### src/rtl/bcdk_pkg.sv
package bcdk_pkg;

    typedef enum logic [1:0] {
        ST_OFF    = 2'd0,
        ST_IDLE   = 2'd1,
        ST_UPDATE = 2'd2
    } run_state_t;

    localparam logic [7:0] A_CTRL  = 8'h14;
    localparam logic [7:0] A_SEC   = 8'h15;
    localparam logic [7:0] A_MIN   = 8'h16;
    localparam logic [7:0] A_HOUR  = 8'h17;
    localparam logic [7:0] A_DAYL  = 8'h18;
    localparam logic [7:0] A_DAYH  = 8'h19;
    localparam logic [7:0] A_AMIN  = 8'h1A;
    localparam logic [7:0] A_AHOUR = 8'h1B;
    localparam logic [7:0] A_ADAYL = 8'h1C;
    localparam logic [7:0] A_ADAYH = 8'h1D;

    localparam int B_RUN  = 0;
    localparam int B_IEN  = 1;
    localparam int B_FLAG = 2;
    localparam int B_MEN  = 3;
    localparam int B_HEN  = 4;
    localparam int B_DEN  = 5;
    localparam int B_BUSY = 7;

    function automatic logic bcd_ok(input logic [7:0] v, input logic [7:0] limit);
        return (v[3:0] <= 4'd9) && (v <= limit);
    endfunction

endpackage

### src/rtl/bcd_pair_ctr.sv
module bcd_pair_ctr #(
    parameter logic [7:0] LIMIT = 8'h59
) (
    input  logic       clk,
    input  logic       rst_n,
    input  logic       step,
    input  logic       load,
    input  logic [7:0] load_val,
    output logic [7:0] value,
    output logic       carry
);
    logic [7:0] q;
    logic       at_limit;

    assign at_limit = (q == LIMIT);
    assign carry    = step && at_limit;
    assign value    = q;

    always_ff @(posedge clk or negedge rst_n) begin
        if (!rst_n) begin
            q <= 8'h00;
        end else if (load) begin
            q <= load_val;
        end else if (step) begin
            if (at_limit)
                q <= 8'h00;
            else if (q[3:0] >= 4'd9)
                q <= {q[7:4] + 4'd1, 4'd0};
            else
                q <= q + 8'd1;
        end
    end
endmodule

### src/rtl/day_ctr.sv
module day_ctr #(
    parameter int W = 15,
    localparam int HW = W - 8
) (
    input  logic          clk,
    input  logic          rst_n,
    input  logic          step,
    input  logic          load_lo,
    input  logic          load_hi,
    input  logic [7:0]    lo_val,
    input  logic [HW-1:0] hi_val,
    output logic [W-1:0]  value
);
    logic [W-1:0] q;

    assign value = q;

    always_ff @(posedge clk or negedge rst_n) begin
        if (!rst_n) begin
            q <= '0;
        end else if (load_lo || load_hi) begin
            if (load_lo) q[7:0]   <= lo_val;
            if (load_hi) q[W-1:8] <= hi_val;
        end else if (step) begin
            q <= q + 1'b1;
        end
    end
endmodule

### src/rtl/alarm_cmp.sv
module alarm_cmp #(
    parameter int W = 15
) (
    input  logic         check,
    input  logic         en_min,
    input  logic         en_hour,
    input  logic         en_day,
    input  logic [7:0]   cur_min,
    input  logic [7:0]   cur_hour,
    input  logic [W-1:0] cur_day,
    input  logic [7:0]   al_min,
    input  logic [7:0]   al_hour,
    input  logic [W-1:0] al_day,
    output logic         hit
);
    logic any_en;
    logic min_ok;
    logic hour_ok;
    logic day_ok;

    always_comb begin
        any_en  = en_min || en_hour || en_day;
        min_ok  = !en_min  || (cur_min  == al_min);
        hour_ok = !en_hour || (cur_hour == al_hour);
        day_ok  = !en_day  || (cur_day  == al_day);
        hit     = check && any_en && min_ok && hour_ok && day_ok;
    end
endmodule

### src/rtl/bcd_time_keeper.sv
module bcd_time_keeper #(
    parameter int DAY_W = 15
) (
    input  logic       clk,
    input  logic       rst_n,
    input  logic       tick,
    input  logic [7:0] reg_addr,
    input  logic [7:0] reg_wdata,
    input  logic       reg_we,
    output logic [7:0] reg_rdata,
    output logic       alarm_irq
);
    import bcdk_pkg::*;

    localparam int HW = DAY_W - 8;

    run_state_t state_q, state_d;

    logic             cal_en, aien, en_min, en_hour, en_day;
    logic             alarm_flag;
    logic             roll_pend;
    logic [7:0]       al_min, al_hour;
    logic [DAY_W-1:0] al_day;

    logic [7:0]       sec_val, min_val, hour_val;
    logic [DAY_W-1:0] day_q;
    logic             sec_carry, min_carry, hour_carry;

    logic             busy;
    logic             wr_ctrl, time_wr, step;
    logic             hit;

    // write decode
    assign wr_ctrl = reg_we && (reg_addr == A_CTRL);
    assign time_wr = reg_we && (reg_addr >= A_SEC) && (reg_addr <= A_DAYH);
    assign step    = busy && cal_en && !time_wr;

    // run controller: state register
    always_ff @(posedge clk or negedge rst_n) begin
        if (!rst_n)
            state_q <= ST_OFF;
        else
            state_q <= state_d;
    end

    // run controller: transitions
    always_comb begin
        state_d = state_q;
        unique case (state_q)
            ST_OFF: begin
                if (cal_en) state_d = ST_IDLE;
            end
            ST_IDLE, ST_UPDATE: begin
                if (!cal_en)   state_d = ST_OFF;
                else if (tick) state_d = ST_UPDATE;
                else           state_d = ST_IDLE;
            end
            default: state_d = ST_OFF;
        endcase
    end

    // run controller: outputs
    always_comb begin
        busy = 1'b0;
        unique case (state_q)
            ST_UPDATE: busy = 1'b1;
            ST_OFF, ST_IDLE: busy = 1'b0;
            default: busy = 1'b0;
        endcase
    end

    // counter cascade
    bcd_pair_ctr #(.LIMIT(8'h59)) u_sec (
        .clk(clk), .rst_n(rst_n), .step(step),
        .load(reg_we && reg_addr == A_SEC), .load_val(reg_wdata),
        .value(sec_val), .carry(sec_carry)
    );

    bcd_pair_ctr #(.LIMIT(8'h59)) u_min (
        .clk(clk), .rst_n(rst_n), .step(sec_carry),
        .load(reg_we && reg_addr == A_MIN), .load_val(reg_wdata),
        .value(min_val), .carry(min_carry)
    );

    bcd_pair_ctr #(.LIMIT(8'h23)) u_hour (
        .clk(clk), .rst_n(rst_n), .step(min_carry),
        .load(reg_we && reg_addr == A_HOUR), .load_val(reg_wdata),
        .value(hour_val), .carry(hour_carry)
    );

    day_ctr #(.W(DAY_W)) u_day (
        .clk(clk), .rst_n(rst_n), .step(hour_carry),
        .load_lo(reg_we && reg_addr == A_DAYL),
        .load_hi(reg_we && reg_addr == A_DAYH),
        .lo_val(reg_wdata), .hi_val(reg_wdata[HW-1:0]),
        .value(day_q)
    );

    // alarm compare, one cycle after seconds roll to 00
    alarm_cmp #(.W(DAY_W)) u_cmp (
        .check(roll_pend), .en_min(en_min), .en_hour(en_hour), .en_day(en_day),
        .cur_min(min_val), .cur_hour(hour_val), .cur_day(day_q),
        .al_min(al_min), .al_hour(al_hour), .al_day(al_day),
        .hit(hit)
    );

    // control bits, alarm fields, flag
    always_ff @(posedge clk or negedge rst_n) begin
        if (!rst_n) begin
            cal_en     <= 1'b0;
            aien       <= 1'b0;
            en_min     <= 1'b0;
            en_hour    <= 1'b0;
            en_day     <= 1'b0;
            alarm_flag <= 1'b0;
            roll_pend  <= 1'b0;
            al_min     <= 8'h00;
            al_hour    <= 8'h00;
            al_day     <= '0;
        end else begin
            roll_pend <= sec_carry;
            if (hit)
                alarm_flag <= 1'b1;
            else if (wr_ctrl && reg_wdata[B_FLAG])
                alarm_flag <= 1'b0;
            if (wr_ctrl) begin
                cal_en  <= reg_wdata[B_RUN];
                aien    <= reg_wdata[B_IEN];
                en_min  <= reg_wdata[B_MEN];
                en_hour <= reg_wdata[B_HEN];
                en_day  <= reg_wdata[B_DEN];
            end
            if (reg_we && reg_addr == A_AMIN)  al_min  <= reg_wdata;
            if (reg_we && reg_addr == A_AHOUR) al_hour <= reg_wdata;
            if (reg_we && reg_addr == A_ADAYL) al_day[7:0] <= reg_wdata;
            if (reg_we && reg_addr == A_ADAYH) al_day[DAY_W-1:8] <= reg_wdata[HW-1:0];
        end
    end

    // read mux
    always_comb begin
        case (reg_addr)
            A_CTRL:  reg_rdata = {busy, 1'b0, en_day, en_hour, en_min, alarm_flag, aien, cal_en};
            A_SEC:   reg_rdata = sec_val;
            A_MIN:   reg_rdata = min_val;
            A_HOUR:  reg_rdata = hour_val;
            A_DAYL:  reg_rdata = day_q[7:0];
            A_DAYH:  reg_rdata = {{(8-HW){1'b0}}, day_q[DAY_W-1:8]};
            A_AMIN:  reg_rdata = al_min;
            A_AHOUR: reg_rdata = al_hour;
            A_ADAYL: reg_rdata = al_day[7:0];
            A_ADAYH: reg_rdata = {{(8-HW){1'b0}}, al_day[DAY_W-1:8]};
            default: reg_rdata = 8'h00;
        endcase
    end

    assign alarm_irq = alarm_flag && aien;

endmodule

### config.mk
export PLATFORM = sky130hd
export DESIGN_NAME = bcd_time_keeper
export DESIGN_NICKNAME = d
export VERILOG_FILES = /design/src/rtl/bcdk_pkg.sv /design/src/rtl/bcd_pair_ctr.sv /design/src/rtl/day_ctr.sv /design/src/rtl/alarm_cmp.sv /design/src/rtl/bcd_time_keeper.sv
export SDC_FILE = /design/constraint.sdc
export NUM_CORES = 1
export LEC_CHECK = 0
export ABC_AREA = 1
export CAP_MARGIN = 20
export CORE_ASPECT_RATIO = 0.75
export CORE_MARGIN = 10
export CORE_UTILIZATION = 54
export CTS_CLUSTER_SIZE = 12
export DETAILED_ROUTE_END_ITERATION = 10
export DONT_BUFFER_PORTS = 1
export HOLD_SLACK_MARGIN = 0.08
export PLACE_DENSITY_LB_ADDON = 0.08
export SLEW_MARGIN = 20
export SYNTH_ARGS = -nofsm -noshare
export SYNTH_HDL_FRONTEND = slang
export SYNTH_SLANG_ARGS = --single-unit
### constraint.sdc
create_clock -name clk -period 1.85 [get_ports clk]
set_clock_uncertainty 0.05 [all_clocks]
set_input_delay 0.185 -clock clk [delete_from_list [all_inputs] [get_ports clk]]
set_output_delay 0.185 -clock clk [all_outputs]
set_load 0.03 [all_outputs]
==> reports/qor.yml <==
run_status:
  outcome: "complete, but fails checks"
  violations: "hold timing"
power:
  clock_power_share_pct: 44.0
  switchingPower_mw: 1.26
  leakage_nw: 3.34
  max-vdd-ir-drop_uv: 560
  total_power_mw: 4.74
  seq_power_share_pct: 40.5
  p_int_mw: 3.48
  combPwrFrac_pct: 15.4
  switching_share_pct: 26.7
  p_per_area_nw_per_um2: 692
layout:
  n_antenna_cell: 0
  drive_gt1_share_pct: 16.7
  final_cell_mix: "nand2_1 (286), inv_1 (85), o21ai_0 (64), dfrtp_1 (64), nor2_1 (60)"
  final_nets: 942
  final_common_cell: "nand2_1"
  syn2layout_area_growth_pct: 20.5
place:
  dp_slack_ns: -0.00985
  gp_congestion: 0.979
  portBuffers: 0
  hpwl_um: 14400
floorplanning:
  rows: 32
  start_util_pct: 55.3
  die_w_um: 139
  ios: 29
  die_h_um: 109
  die-area_sq_um: 15100
  core-area_sq_um: 10300
logic_synthesis:
  synth_ff_type: "dfrtp_1"
  synth_edf_count: 0
  avgSynthCellArea_sq_um: 6.74
  syn_nets: 884
  synthArstFlopShare_pct: 100
  syn-cell-area_sq_um: 5690
  yosys.area.top_type: "dfrtp_1"
  syn_inst: 845
  netlist_top_cells_area: "dfrtp_1 (35%), nand2_1 (19%), inv_1 (7.0%)"
  synth_seq_cells: 79
  synthDistinctLibCells: 34
  synth.top_cell.area_share_pct: 34.7
  ys_seq_area_share_pct: 34.7
  yosysWarnings: 0
global_routing:
  track_usage_pct: 25.4
  grt_overflow: 0
  grt_pass1_wl_um: 30100
  grt_pass1_vias: 5382
  grt_antenna_before_repair: 0
  grt_max_degree: 80
clocking:
  postCtsHoldBufs: 10
  worstSkewPairLatency_ns: 0.35
  cts_tree: "yes"
  cts_buffers: 9
  cts_root_buf: "clkbuf_16"
  clkSlewWorstSetupHoldPaths_ns: 0.06
  cts_sinks: 79
  cts-htree-levels: 3
  clock_tree.buffer_depth: 2
setup_path:
  end_kind: "flip-flop"
  crit_type: "reg2reg"
  worstPathArrival_ns: 2.07
  crit_path_max_fanout: 8
  cp-start-kind: "flip-flop"
  cp.required_ns: 2.08
routing:
  routed_wl_um: 19800
  remaining_drc_errors: 0
  dr.first_iter.drc_count: 775
  drtAntennaViolNets: 0
  avgRoutedWirePerCell_um: 19.0
  dr_total_vias: 6078
  via_per_inst: 5.82
  firstDrtPassIters: 5
sta:
  hold_viol: 79
  rsz0062_at_grt: "yes"
  fin_tns_setup_ns: 0
  finalSetupViolations: 0
  drv_slew: 0
  timing.final.ws_setup_ns: 0.0173
  fin_crit_sh_pct: 99.1
  holdWs_ns: -0.521
  worst_slew_pin_slew_ns: 0.517
  max_slew_margin_pct: 65.4
  finalCriticalPeriod_ns: 1.83
  max_freq_mhz: 546
worst_hold_path:
  hold_path.class: "in2async"
flow_run:
  maxCapViolCount: 0
## final cells by class
| cell class | count | area, sq um |
|---|---|---|
| inverter | 112 | 425 |
| fill | 892 | 3430 |
| clock buffer | 13 | 250 |
| multi-input combinational | 640 | 3320 |
| clock inverter | 3 | 90.1 |
| sequential | 79 | 2000 |
| timing repair buffer | 61 | 611 |
| tap | 136 | 170 |
## through the flow
stage | utilization (%) | cells | instance area [sq um] | hold WS, ns
2_1_floorplan | - | 845 | 5690 | -0.161
3_3_place_gp | 60.0 | 1004 | 6180 | -0.158
3_5_place_dp | 60.0 | 1004 | 6180 | -0.158
4_1_cts | 64.9 | 1033 | 6670 | -0.521
5_1_grt | 66.6 | 1044 | 6860 | -0.535
6_report | 66.6 | 1044 | 6860 | -0.521
## state kept, by name (all words and copies together), names as in the netlist, 2 cells and up
name and flops:
u_sec.value 8, u_day.value 15, al_min 8, u_hour.value 8, state_q 2, u_min.value 8, al_hour 8, al_day 15
## power groups by stage
stage                     clock (mW)  sequential, mW  combinational, mW
after CTS                       2.11            1.91              0.685
after detailed placement           0            1.94              0.638
after global routing            2.19            1.93              0.814
final                           2.09            1.92              0.732
after floorplan                    0            1.93              0.440
after global placement             0            1.94              0.613
## cell usage after synthesis, types with 2 or more instances
cell / instances
a21oi_1: 6
buf_2: 9
clkbuf_1: 2
dfrtp_1: 79
ha_1: 19
inv_1: 106
inv_2: 6
nand2_1: 287
nand2_2: 14
nand3_1: 61
nand4_1: 20
nand4_2: 2
nor2_1: 67
nor2_2: 3
nor2_4: 2
nor3_1: 6
o211ai_1: 8
o21ai_0: 66
o21ai_1: 16
o22ai_1: 19
or2_2: 2
xnor2_1: 10
xor2_1: 24
## final timing paths
kind	from	end	slack (ns)	cells past startpoint
min in group clk	reg_wdata[4]	u_day.value[12]$_DFFE_PN0P_	0.10	4
min reg2reg	al_hour[6]$_DFFE_PN0P_	al_hour[6]$_DFFE_PN0P_	0.46	2
max	u_sec.value[1]$_DFFE_PN0P_	u_day.value[1]$_DFFE_PN0P_	0.02	8
max in group asynchronous	rst_n	u_sec.value[0]$_DFFE_PN0P_	2.16	0
min	rst_n	u_hour.value[4]$_DFFE_PN0P_	-0.52	0
max reg2reg	u_sec.value[1]$_DFFE_PN0P_	u_day.value[1]$_DFFE_PN0P_	0.02	8
## cell families after synthesis
kind of cell | count (synthesis) | synth area share, %
AO/OA/AOI/OAI | 119 | 11.8
XOR/XNOR | 34 | 5.23
AND/OR/NAND/NOR | 468 | 35.3
adder cells (fa/ha/maj) | 19 | 4.18
flip-flops | 79 | 34.7
buffers and inverters | 126 | 8.73
## per-layer routing
layer / wire length, um / share of wire, % / vias up / track usage [%]
met5: 0 / 0 / - / 0
met4: 322 / 1.6 / 0 / 4.95
met3: 2170 / 11 / 31 / 7.38
met2: 8660 / 44 / 331 / 37.9
met1: 8660 / 44 / 2873 / 35.8
li1: - / - / 2843 / -
## worst max-delay path: stages (launching register included)
cell and delay (ns):
dfrtp_1 0.40, inv_2 0.10, ha_4 0.15, nand3_4 0.07, nor3_4 0.26, nand4_4 0.23, o21bai_4 0.33, nand2_1 0.10
nand2_1 0.07
## repair_timing
item	4_1_cts	5_1_grt
gates resized for setup	17	48
endpoints found under the setup margin	12	33
setup buffers	3	11
hold endpoints to repair	99	79
pin swaps	8	18
(Power assumes the default switching activity.)
